$ cat config.mk
export PLATFORM = sky130hd
export DESIGN_NAME = irq_hub
export DESIGN_NICKNAME = d
export VERILOG_FILES = /design/src/rtl/irq_hub_pkg.sv /design/src/rtl/irq_edge_det.sv /design/src/rtl/irq_port_watch.sv /design/src/rtl/irq_ctl_reg.sv /design/src/rtl/irq_hub.sv
export SDC_FILE = /design/constraint.sdc
export NUM_CORES = 1
export LEC_CHECK = 0
export BUFFER_PORTS_ARGS = -buffer_cell sky130_fd_sc_hd__buf_2
export CAP_MARGIN = 0
export CORE_MARGIN = 2
export CORE_UTILIZATION = 42
export DETAILED_ROUTE_END_ITERATION = 12
export GPL_ROUTABILITY_DRIVEN = 0
export PLACE_DENSITY_LB_ADDON = 0.08
export RECOVER_POWER = 100
export SYNTH_ARGS = -nofsm -noshare
export SYNTH_HDL_FRONTEND = slang
export SYNTH_SLANG_ARGS = --single-unit
$ cat constraint.sdc
create_clock -name clk -period 1.4 [get_ports clk]
set_clock_uncertainty 0.2 [all_clocks]
set_input_delay 0.14 -clock clk [delete_from_list [all_inputs] [get_ports clk]]
set_output_delay 0.14 -clock clk [all_outputs]
set_load 0.1 [all_outputs]
$ cat src/rtl/irq_hub_pkg.sv
package irq_hub_pkg;
  // number of interrupt sources
  localparam int NSRC     = 3;
  // source index order inside the flag and enable fields
  localparam int SRC_CHG  = 0;
  localparam int SRC_EXT  = 1;
  localparam int SRC_TMR  = 2;
  // control register field positions
  localparam int FLG_LO   = 0;
  localparam int EN_LO    = NSRC;
  localparam int EDGE_BIT = 2 * NSRC;
  localparam int GEN_BIT  = 2 * NSRC + 1;
  localparam int CTL_W    = 2 * NSRC + 2;
  // reset value: rising edge selected, all else clear
  localparam logic [CTL_W-1:0] CTL_RESET = CTL_W'(1) << EDGE_BIT;

  typedef logic [NSRC-1:0] src_vec_t;
endpackage

$ cat src/rtl/irq_edge_det.sv
module irq_edge_det #(
  parameter int STAGES = 2
) (
  input  logic clk,
  input  logic rst,
  input  logic pin,
  input  logic rise_sel,
  output logic edge_hit
);
  localparam int CHAIN = STAGES + 1;

  logic [CHAIN-1:0] chain_q;

  // synchronizer stages followed by one history stage
  genvar g;
  generate
    for (g = 0; g < CHAIN; g++) begin : g_chain
      if (g == 0) begin : g_first
        always_ff @(posedge clk) begin
          if (rst) chain_q[g] <= 1'b0;
          else     chain_q[g] <= pin;
        end
      end else begin : g_next
        always_ff @(posedge clk) begin
          if (rst) chain_q[g] <= 1'b0;
          else     chain_q[g] <= chain_q[g-1];
        end
      end
    end
  endgenerate

  logic now_lvl, old_lvl;
  assign now_lvl = chain_q[STAGES-1];
  assign old_lvl = chain_q[STAGES];

  always_comb begin
    if (rise_sel) edge_hit = now_lvl & ~old_lvl;
    else          edge_hit = ~now_lvl & old_lvl;
  end
endmodule

$ cat src/rtl/irq_port_watch.sv
module irq_port_watch #(
  parameter int WATCH_W = 4,
  parameter int STAGES  = 2
) (
  input  logic               clk,
  input  logic               rst,
  input  logic [WATCH_W-1:0] pins,
  input  logic               rd_strobe,
  output logic               mismatch
);
  logic [WATCH_W-1:0] sync_q [STAGES];
  logic [WATCH_W-1:0] snap_q;

  genvar s;
  generate
    for (s = 0; s < STAGES; s++) begin : g_sync
      if (s == 0) begin : g_first
        always_ff @(posedge clk) begin
          if (rst) sync_q[s] <= '0;
          else     sync_q[s] <= pins;
        end
      end else begin : g_next
        always_ff @(posedge clk) begin
          if (rst) sync_q[s] <= '0;
          else     sync_q[s] <= sync_q[s-1];
        end
      end
    end
  endgenerate

  // snapshot of the synchronized pins, taken on each read
  always_ff @(posedge clk) begin
    if (rst)            snap_q <= '0;
    else if (rd_strobe) snap_q <= sync_q[STAGES-1];
  end

  assign mismatch = (sync_q[STAGES-1] != snap_q);
endmodule

$ cat src/rtl/irq_ctl_reg.sv
module irq_ctl_reg
  import irq_hub_pkg::*;
(
  input  logic             clk,
  input  logic             rst,
  input  src_vec_t         src_set,
  input  logic             wr,
  input  logic [CTL_W-1:0] wdata,
  input  logic             ret,
  output logic [CTL_W-1:0] ctl_q,
  output logic             vec_req
);
  src_vec_t   flags, enables;
  logic       gen;
  logic       take;
  logic [CTL_W-1:0] ctl_d;

  assign flags   = ctl_q[FLG_LO +: NSRC];
  assign enables = ctl_q[EN_LO  +: NSRC];
  assign gen     = ctl_q[GEN_BIT];
  assign take    = gen & (|(flags & enables));

  always_comb begin
    ctl_d = ctl_q;
    if (wr) ctl_d = wdata;
    // hardware set wins over a software clear in the same cycle
    ctl_d[FLG_LO +: NSRC] = ctl_d[FLG_LO +: NSRC] | src_set;
    if (take)     ctl_d[GEN_BIT] = 1'b0;
    else if (wr)  ctl_d[GEN_BIT] = wdata[GEN_BIT];
    else if (ret) ctl_d[GEN_BIT] = 1'b1;
  end

  always_ff @(posedge clk) begin
    if (rst) begin
      ctl_q   <= CTL_RESET;
      vec_req <= 1'b0;
    end else begin
      ctl_q   <= ctl_d;
      vec_req <= take;
    end
  end
endmodule

$ cat src/rtl/irq_hub.sv
module irq_hub
  import irq_hub_pkg::*;
#(
  parameter int WATCH_W   = 4,
  parameter int SYNC_STGS = 2
) (
  input  logic               clk,
  input  logic               rst,
  input  logic               ext_pin,
  input  logic               tmr_ovf,
  input  logic [WATCH_W-1:0] port_hi,
  input  logic               port_rd,
  input  logic               reg_wr,
  input  logic [CTL_W-1:0]   reg_wdata,
  input  logic               ret_strobe,
  output logic [CTL_W-1:0]   reg_rdata,
  output logic               vec_req
);
  logic     ext_hit, chg_hit;
  src_vec_t src_set;
  logic [CTL_W-1:0] ctl_q;

  irq_edge_det #(.STAGES(SYNC_STGS)) u_ext (
    .clk      (clk),
    .rst      (rst),
    .pin      (ext_pin),
    .rise_sel (ctl_q[EDGE_BIT]),
    .edge_hit (ext_hit)
  );

  irq_port_watch #(.WATCH_W(WATCH_W), .STAGES(SYNC_STGS)) u_chg (
    .clk       (clk),
    .rst       (rst),
    .pins      (port_hi),
    .rd_strobe (port_rd),
    .mismatch  (chg_hit)
  );

  always_comb begin
    src_set          = '0;
    src_set[SRC_CHG] = chg_hit;
    src_set[SRC_EXT] = ext_hit;
    src_set[SRC_TMR] = tmr_ovf;
  end

  irq_ctl_reg u_reg (
    .clk     (clk),
    .rst     (rst),
    .src_set (src_set),
    .wr      (reg_wr),
    .wdata   (reg_wdata),
    .ret     (ret_strobe),
    .ctl_q   (ctl_q),
    .vec_req (vec_req)
  );

  assign reg_rdata = ctl_q;
endmodule

==> qor.yml, run 1 <==
setup_path:
  worstPathRequired_ns: 1.41
  slowest_stage: "a222oi_1"
  startpoint_type: "register"
  crit_type: "register to register"
  r2r_cells: 3
  critPathMaxStageDelay_ns: 0.44
  path_buf_inv: 0
  crit_path_end_kind: "register"
  crit_cells: 3
  arrival_ns: 1.40
  path_delay_family: "compound AO/OA/AOI/OAI gates"
  crit_chain: "a222oi_1, nor2b_1, a2111oi_2"
  path_max_fanout: 2
synth:
  avgSynthCellArea_um2: 10.9
  synthCells: 77
  synth_nets: 96
  ys_types: 19
  ys_ff_latch: 24
  synth_warnings: 0
  netlist_area_um2: 837
  yosysSeqAreaShare: 0.574
sta:
  layout_min_cycle_time_ns: 1.39
  finalHoldViolations: 0
  setup_viol: 0
  min_period_over_period: 0.994
  max_freq_mhz: 718
  slew-limit-headroom: 0.713
  tightest_slew_ns: 0.431
  rsz0062_at_grt: "true"
  final_max_slew_viol_count: 0
  fin_ws_ns: 0.00814
die:
  rows: 16
  chipWidth_um: 48.6
  initial_utilization: 0.436
  die-area_um2: 2370
  io_pins: 28
  dieHeight_um: 48.6
  core-area_um2: 1920
global_route:
  grt_pass1_wl_um: 2670
  track_usage: 0.144
  gr-total-overflow: 0
  grt_max_degree: 25
  grt_pass1_vias: 614
  antenna_found_initial: 0
final_layout:
  layout_commonest_cell: "dfxtp_1"
  fillers: 167
  finalCoreUtilization: 0.657
  drive_above_1_share: 0.300
  final_cell_mix: "19 x dfxtp_1, 17 x buf_2, 16 x dlygate4sd3_1"
  antenna_cells: 0
  final_cells: 147
  syn_to_final_growth_pct: 50.8
  final_cell_area_um2: 1260
  fin_nets: 140
routing:
  route.vias.total: 641
  routed_via_density: 4.36
  drt_iter0_markers: 9
  wire_per_inst_um: 10.6
  routed_wl_um: 1560
  ant_nets: 0
  dr.pass1.iters: 2
  drc: 0
status:
  status: "finished, final reports clean"
placement:
  hpwl_um: 972
  place_area_um2: 1120
  portBuffers: 27
  place_inst: 126
  pre_cts_ws_ns: -0.00881
clocking:
  ctsLongestPathBuffers: 2
  htree_levels: 1
  clock-root-buffer: "clkbuf_4"
  cts_sinks: 24
  cts_tree: "done"
  clk_latency_ns: 0.30
  cts_made_buffers: 3
  clk_pin_slew_worst_paths_ns: 0.12
pwr:
  p_total_mw: 1.35
  irDropWorstVdd_mv: 0.888
  power.density_nw_per_um2: 1070
  p_leak_nw: 0.561
min_path:
  holdPathStages: 2
  hp-class: "input pin to register"
run:
  cap_violations: 0
==> repair_timing <==
| item | CTS | global route |
|---|---|---|
| hold endpoints to repair | 17 | 0 |
| resized for setup | 0 | 1 |
| pin swaps | 1 | 0 |
| hold buffers | 16 | 0 |
| buffers inserted | 1 | 0 |
| setup endpoints to repair | 1 | 2 |
==> area by class of cell <==
class | count | area [um^2] | area share
flip-flops and latches | 24 | 497 | 0.393
repair buffers | 44 | 373 | 0.295
multi-input cells | 47 | 329 | 0.261
well taps | 27 | 33.8 | 0.0268
clock buffers | 4 | 26.3 | 0.0208
inverters | 1 | 3.75 | 0.00297
==> synthesized netlist by cell type <==
library cell	n	area share
nor3b_1	1	0.0090
a211oi_1	1	0.0090
clkbuf_1	3	0.013
nor3_1	2	0.012
inv_1	1	0.0045
xor2_1	3	0.031
a31oi_1	2	0.015
nor2b_1	14	0.10
a222oi_1	1	0.012
nand3b_1	1	0.0090
buf_4	1	0.0090
a211o_1	1	0.010
mux2i_1	9	0.11
nor2_1	9	0.040
nand2_1	1	0.0045
buf_2	1	0.0060
dfxtp_1	24	0.57
a2111oi_2	1	0.018
xnor2_1	1	0.010
==> final timing paths <==
check / start / end / slack, ns
worst min-delay path: reg_wr / u_reg.ctl_q[7] / 0.02
worst min register to register: u_chg.sync_q[0][2] / u_chg.sync_q[1][2] / 0.25
worst max-delay path: u_reg.ctl_q[1] / u_reg.ctl_q[7] / 0.008
worst max register to register: u_reg.ctl_q[1] / u_reg.ctl_q[7] / 0.008
==> registers in the layout, summed over array words and instances (netlist names) <==
signal         count
u_chg.snap_q       4
u_reg.vec_req      1
u_ext.old_lvl      1
u_reg.ctl_q        8
u_chg.sync_q       8
u_ext.now_lvl      1
u_ext.chain_q      1
==> metrics by stage <==
stage                     TNS (ns)  hold WS (ns)
final                            0        0.0190
after floorplan            -0.0201        0.0116
after CTS                        0        0.0258
after detailed placement  -0.00881         0.154
after global placement           0         0.144
after global routing       -0.0699        0.0363
==> per-layer routing <==
| layer | GRT usage | share of wire |
|---|---|---|
| met1 | 0.194 | 0.50 |
| met2 | 0.233 | 0.46 |
| met3 | 0.0309 | 0.042 |
| met4 | 0.0429 | 0 |
| met5 | 0 | 0 |
==> kinds of logic after synthesis <==
logic type,after synthesis,share of synthesized area
mux,9,0.108
flops,24,0.574
xor+xnor,4,0.0419
compound gates,6,0.0643
simple gates,28,0.179
buf+inv,6,0.0329
==> power breakdown <==
group / total [mW] / switching [mW] / leakage [nW] / internal (mW)
combinational: 0.317 / 0.187 / 0.346 / 0.130
clock: 0.296 / 0.185 / 0.0150 / 0.111
sequential: 0.740 / 0.0239 / 0.201 / 0.716
total: 1.35 / 0.396 / 0.561 / 0.957
(Power assumes the default switching activity.)
==> run 2, diff against run 1 <==
--- a/config.mk
+++ b/config.mk
@@ -11,8 +11,8 @@
 export CORE_UTILIZATION = 42
 export DETAILED_ROUTE_END_ITERATION = 12
 export GPL_ROUTABILITY_DRIVEN = 0
-export PLACE_DENSITY_LB_ADDON = 0.08
-export RECOVER_POWER = 100
+export PLACE_DENSITY_LB_ADDON = 0.2
+export RECOVER_POWER = 50
 export SYNTH_ARGS = -nofsm -noshare
 export SYNTH_HDL_FRONTEND = slang
 export SYNTH_SLANG_ARGS = --single-unit
==> run 2 against run 1 <==
  * The run now ends with negative setup slack left
  * Power rose by 1.4%
  * Sequential cell count did not move
  * Critical path type unchanged
  * Critical path depth did not move
  * Via count rose by 2.2%
  * Core utilization rose by 2.7 points
  * Sequential share of layout area fell by 1.4 points
  * Sequential power rose by 0.5%
  * Count of clock-buffer cells in the layout did not move
  * Non-clock buffer count did not move
  * Register-to-register slack got worse by 0.02 ns
  * Global-route usage fell by 0.16 points
==> qor.yml, run 2 (synthesized netlist as in run 1, its figures left out) <==
status:
  status: "complete, but fails checks"  # was finished, final reports clean
  violations: "negative setup slack"
routing:
  route.vias.total: 655  # was 641
  wire_per_inst_um: 10.6  # about the same
  routed_via_density: 4.46  # was 4.36
  drc: 0  # unchanged
  dr.pass1.iters: 4  # was 2
  drt_iter0_markers: 9  # unchanged
  routed_wl_um: 1560  # about the same
  ant_nets: 0  # unchanged
clocking:
  clk_latency_ns: 0.30  # about the same
  ctsLongestPathBuffers: 2  # unchanged
  cts_made_buffers: 3  # unchanged
  cts_tree: "done"  # unchanged
  clock-root-buffer: "clkbuf_4"  # unchanged
  htree_levels: 1  # unchanged
  cts_sinks: 24  # unchanged
  clk_pin_slew_worst_paths_ns: 0.12  # about the same
setup_path:
  crit_path_end_kind: "register"  # unchanged
  path_max_fanout: 3  # was 2
  startpoint_type: "register"  # unchanged
  arrival_ns: 1.41  # was 1.40 ns
  crit_type: "register to register"  # unchanged
  worstPathRequired_ns: 1.40  # was 1.41 ns
placement:
  place_area_um2: 1120  # unchanged
  pre_cts_ws_ns: -0.0263  # was -0.00881 ns
  portBuffers: 27  # unchanged
run:
  cap_violations: 0  # unchanged
pwr:
  power.density_nw_per_um2: 1040  # was 1070 nW/um^2
  irDropWorstVdd_mv: 0.849  # was 0.888 mV
  p_leak_nw: 0.582  # was 0.561 nW
  p_total_mw: 1.37  # was 1.35 mW
sta:
  whs_ns: 0.0144  # was 0.0190 ns
  tightest_slew_ns: 0.427  # was 0.431 ns
  max_freq_mhz: 708  # was 718 MHz
  layout_min_cycle_time_ns: 1.41  # was 1.39 ns
  finalHoldViolations: 0  # unchanged
  rsz0062_at_grt: "true"  # unchanged
  setup_viol: 1  # was 0
  fin_ws_ns: -0.0125  # was 0.00814 ns
  min_period_over_period: 1.01  # was 0.994
  slew-limit-headroom: 0.715  # was 0.713
  final_max_slew_viol_count: 0  # unchanged
final_layout:
  reg.largest.list: "u_chg.sync_q (8), u_reg.ctl_q (8), u_chg.snap_q (4)"  # unchanged
  antenna_cells: 0  # unchanged
  final_cell_area_um2: 1320  # was 1260 um^2
  finalCoreUtilization: 0.684  # was 0.657
  layout_commonest_cell: "buf_2"  # was dfxtp_1
  fin_nets: 140  # unchanged
  final_cell_mix: "18 x buf_2, 17 x dfxtp_1, 15 x dlygate4sd3_1"  # was 19 x dfxtp_1, 17 x buf_2, 16 x dlygate4sd3_1
  drive_above_1_share: 0.333  # was 0.300
  syn_to_final_growth_pct: 57.1  # was 50.8%
  fillers: 144  # was 167
global_route:
  grt-busiest-layer: "met2"  # unchanged
  grt_pass1_vias: 650  # was 614
  gr-total-overflow: 0  # unchanged
  track_usage: 0.143  # was 0.144
  antenna_found_initial: 0  # unchanged
  use_met1: 0.179  # was 0.194
  use_met2: 0.258  # was 0.233
  grt_max_degree: 25  # unchanged
  grt.met3_usage: 0.0216  # was 0.0309
  grt_pass1_wl_um: 2730  # was 2670 um
die:
  core-area_um2: 1920  # unchanged
  die-area_um2: 2370  # unchanged
  chipWidth_um: 48.6  # unchanged
  rows: 16  # unchanged
  dieHeight_um: 48.6  # unchanged
  initial_utilization: 0.436  # unchanged
  io_pins: 28  # unchanged
min_path:
  hp-class: "input pin to register"  # unchanged
## run 2: cell types whose count changed in the layout (fill, tap and decap cells not counted), sizes merged
cell	change
dlygate4sd3	-1
clkbuf	-2
buf	+3
## run 2: final timing paths
check                      from                  to  slack (ns)  cells past startpoint
max              u_reg.ctl_q[5]      u_reg.ctl_q[7]       -0.01                      3
min                  ret_strobe      u_reg.ctl_q[7]        0.01                      3
max reg2reg      u_reg.ctl_q[5]      u_reg.ctl_q[7]       -0.01                      3
min reg2reg  u_chg.sync_q[0][1]  u_chg.sync_q[1][1]        0.25                      1
## run 2: final cells by class
type | instances | area [um^2] | share of cell area
clock buffers | 4 | 26.3 | 0.0200
inverters | 1 | 3.75 | 0.00285
multi-input cells | 47 | 329 | 0.250
flip-flops and latches | 24 | 499 | 0.380
well taps | 27 | 33.8 | 0.0257
repair buffers | 44 | 423 | 0.322
## run 2: critical path: stages (launching register included)
cell and delay [ns]:
dfxtp_4 0.38, a222oi_1 0.42, nor2b_1 0.11, a2111oi_2 0.21
## run 2: timing repair
| action | in CTS | in global routing |
|---|---|---|
| buffers inserted | 2 | 0 |
| endpoints found under the setup margin | 2 | 1 |
| hold buffers | 15 | 0 |
| pin swaps | 1 | 1 |
| hold endpoints to repair | 17 | 0 |
| resized for setup | 1 | 0 |
## run 2: report_power, final
part	internal (mW)	total (mW)	switching (mW)	leakage (nW)
clock	0.111	0.287	0.177	0.0150
combinational	0.151	0.340	0.189	0.366
sequential	0.717	0.744	0.0271	0.201
## run 2: routing by layer
layer  wire (um)  vias to the layer above  part of all wire
li1            -                      342                 -
met1         704                      288              0.45
met2         776                       23              0.50
met3          69                        2             0.044
met4          10                        0            0.0064
met5           0                        -                 0
## run 2: through the flow
step,TNS (ns),std cells
global route,-0.0986,147
detailed placement,-0.0263,126
CTS,-0.0259,147
floorplan,-0.0201,77
global placement,0,126
finish,-0.0125,147
==> run 3, diff against run 2 <==
--- a/config.mk
+++ b/config.mk
@@ -11,7 +11,7 @@
 export CORE_UTILIZATION = 42
 export DETAILED_ROUTE_END_ITERATION = 12
 export GPL_ROUTABILITY_DRIVEN = 0
-export PLACE_DENSITY_LB_ADDON = 0.2
+export PLACE_DENSITY_LB_ADDON = 0.05
 export RECOVER_POWER = 50
 export SYNTH_ARGS = -nofsm -noshare
 export SYNTH_HDL_FRONTEND = slang
==> run 3 against run 2 <==
  * Clock power grew 44%
  * First-iteration DRC count shrank 44%
  * Global-route usage grew 1.4 points
  * Sequential share of layout area shrank 1.1 points
  * Register-to-register slack is essentially flat
  * Critical path depth grew 1
  * The run now ends clean
  * Wire length grew 3.7%
  * Maximum frequency grew 0.94%
  * Sequential power is essentially flat
  * Count of clock-buffer cells in the layout is the same
  * Sequential cell count is the same
  * Highest routed layer unchanged
  * Critical path type unchanged
==> qor.yml, run 3 (synthesized netlist as in run 1, its figures left out) <==
status:
  status: "finished, final reports clean"  # was complete, but fails checks
global_route:
  antenna_found_initial: 0  # unchanged
  gr-total-overflow: 0  # unchanged
  track_usage: 0.156  # was 0.143
  grt_max_degree: 25  # unchanged
  grt_pass1_vias: 680  # was 650
  grt_pass1_wl_um: 2860  # was 2730 um
final_layout:
  drive_above_1_share: 0.344  # was 0.333
  syn_to_final_growth_pct: 61.7  # was 57.1%
  fillers: 153  # was 144
  layout_commonest_cell: "buf_2"  # unchanged
  final_cell_mix: "18 x buf_2, 17 x dfxtp_1, 16 x dlygate4sd3_1"  # was 18 x buf_2, 17 x dfxtp_1, 15 x dlygate4sd3_1
  antenna_cells: 0  # unchanged
  reg.largest.list: "u_chg.sync_q (8), u_reg.ctl_q (8), u_chg.snap_q (4)"  # unchanged
  finalCoreUtilization: 0.704  # was 0.684
  fin_nets: 142  # was 140
sta:
  fin_ws_ns: 0.000657  # was -0.0125 ns
  finalHoldViolations: 0  # unchanged
  final_max_slew_viol_count: 0  # unchanged
  min_period_over_period: 1.00  # was 1.01
  whs_ns: 0.0274  # was 0.0144 ns
  slew-limit-headroom: 0.722  # was 0.715
  max_freq_mhz: 715  # was 708 MHz
  tightest_slew_ns: 0.417  # was 0.427 ns
  rsz0062_at_grt: "true"  # unchanged
  layout_min_cycle_time_ns: 1.40  # was 1.41 ns
  setup_viol: 0  # was 1
setup_path:
  crit_type: "register to register"  # unchanged
  startpoint_type: "register"  # unchanged
  crit_end: "u_reg.ctl_q[7]"  # unchanged
  worstPathRequired_ns: 1.41  # was 1.40 ns
  r2r_setup_slack_ns: 0.0007  # was -0.01 ns
  r2r_cells: 4  # was 3
  path_max_fanout: 3  # unchanged
  reg2reg_to: "u_reg.ctl_q[7]"  # unchanged
  crit_path_end_kind: "register"  # unchanged
  reg2reg_from: "u_reg.ctl_q[4]"  # was u_reg.ctl_q[5]
  arrival_ns: 1.41  # about the same
  critPathLaunch: "u_reg.ctl_q[4]"  # was u_reg.ctl_q[5]
die:
  initial_utilization: 0.436  # unchanged
  dieHeight_um: 48.6  # unchanged
  rows: 16  # unchanged
  die-area_um2: 2370  # unchanged
  core-area_um2: 1920  # unchanged
  chipWidth_um: 48.6  # unchanged
  io_pins: 28  # unchanged
routing:
  routed_via_density: 4.43  # was 4.46
  routed_wl_um: 1620  # was 1560 um
  drc: 0  # unchanged
  ant_nets: 0  # unchanged
  drt_iter0_markers: 5  # was 9
  dr.pass1.iters: 4  # unchanged
  wire_per_inst_um: 10.9  # was 10.6 um
  route.vias.total: 660  # was 655
pwr:
  irDropWorstVdd_mv: 0.983  # was 0.849 mV
  power.density_nw_per_um2: 1110  # was 1040 nW/um^2
  p_leak_nw: 0.601  # was 0.582 nW
placement:
  pre_cts_ws_ns: -0.0462  # was -0.0263 ns
  portBuffers: 27  # unchanged
clocking:
  clk_pin_slew_worst_paths_ns: 0.12  # about the same
  clock-root-buffer: "clkbuf_4"  # unchanged
  clk_latency_ns: 0.30  # about the same
  cts_tree: "done"  # unchanged
  htree_levels: 1  # unchanged
  ctsLongestPathBuffers: 2  # unchanged
  cts_sinks: 24  # unchanged
  cts_made_buffers: 3  # unchanged
run:
  cap_violations: 0  # unchanged
min_path:
  hp-class: "input pin to register"  # unchanged
  hp-start: "reg_wr"  # was ret_strobe
==> run 3: changes by cell type in the layout (fill, tap and decap cells not counted) <==
cell | before | now
buf_4 | 3 | 4
clkbuf_1 | 1 | 0
dlygate4sd3_1 | 15 | 16
clkbuf_16 | 0 | 1
==> run 3: repair_timing <==
item | 4_1_cts | 5_1_grt
hold endpoints to repair | 17 | 0
setup buffers | 2 | 1
setup endpoints to repair | 2 | 1
gates resized for setup | 1 | 0
pin swaps | 1 | 1
hold buffers | 16 | 0
==> run 3: report_power, final <==
part,internal (mW),leakage (nW),switching (mW)
Sequential,0.718,0.201,0.0300
Clock,0.218,0.0261,0.196
Combinational,0.156,0.374,0.189
Total,1.09,0.601,0.414
==> run 3: critical path, stage by stage, from the launching register on <==
cell       delay, ns
dfxtp_4         0.37
a222oi_1        0.33
buf_4           0.18
nor2b_1         0.05
a2111oi_2       0.18
==> run 3: final cells by class <==
cell class	instances	area [um^2]	area share
Clock buffer	4	47.5	0.0351
Inverter	1	3.75	0.00277
Timing Repair Buffer	46	440	0.325
Multi-Input combinational cell	47	329	0.243
Sequential cell	24	499	0.369
Tap cell	27	33.8	0.0250
==> run 3: how the worst min path moves through the flow <==
stage / cells past startpoint / slack [ns] / end
6_report: 2 / 0.03 / u_reg.ctl_q[7]
5_1_grt: 2 / 0.03 / u_reg.ctl_q[7]
4_1_cts: 2 / 0.02 / u_reg.ctl_q[7]
3_5_place_dp: 2 / 0.15 / u_reg.ctl_q[6]
3_3_place_gp: 2 / 0.14 / u_reg.ctl_q[6]
2_1_floorplan: 1 / 0.01 / u_chg.sync_q[0][0]
==> run 3: routing by layer <==
metal  share of wire  GRT usage  vias up
li1                -          -      345
met3           0.055     0.0309        2
met4          0.0080     0.0857        0
met1            0.46      0.181      290
met2            0.48      0.269       23
met5               0          0        -
==> run 3: through the flow <==
step	instance area (um^2)	total power, mW	std cells	setup TNS, ns
after floorplan	856	0.949	77	-0.0201
after global placement	1120	1.06	126	0
after detailed placement	1120	1.06	126	-0.0462
after CTS	1350	1.52	148	0
after global routing	1350	1.57	149	-0.0843
final	1350	1.51	149	0
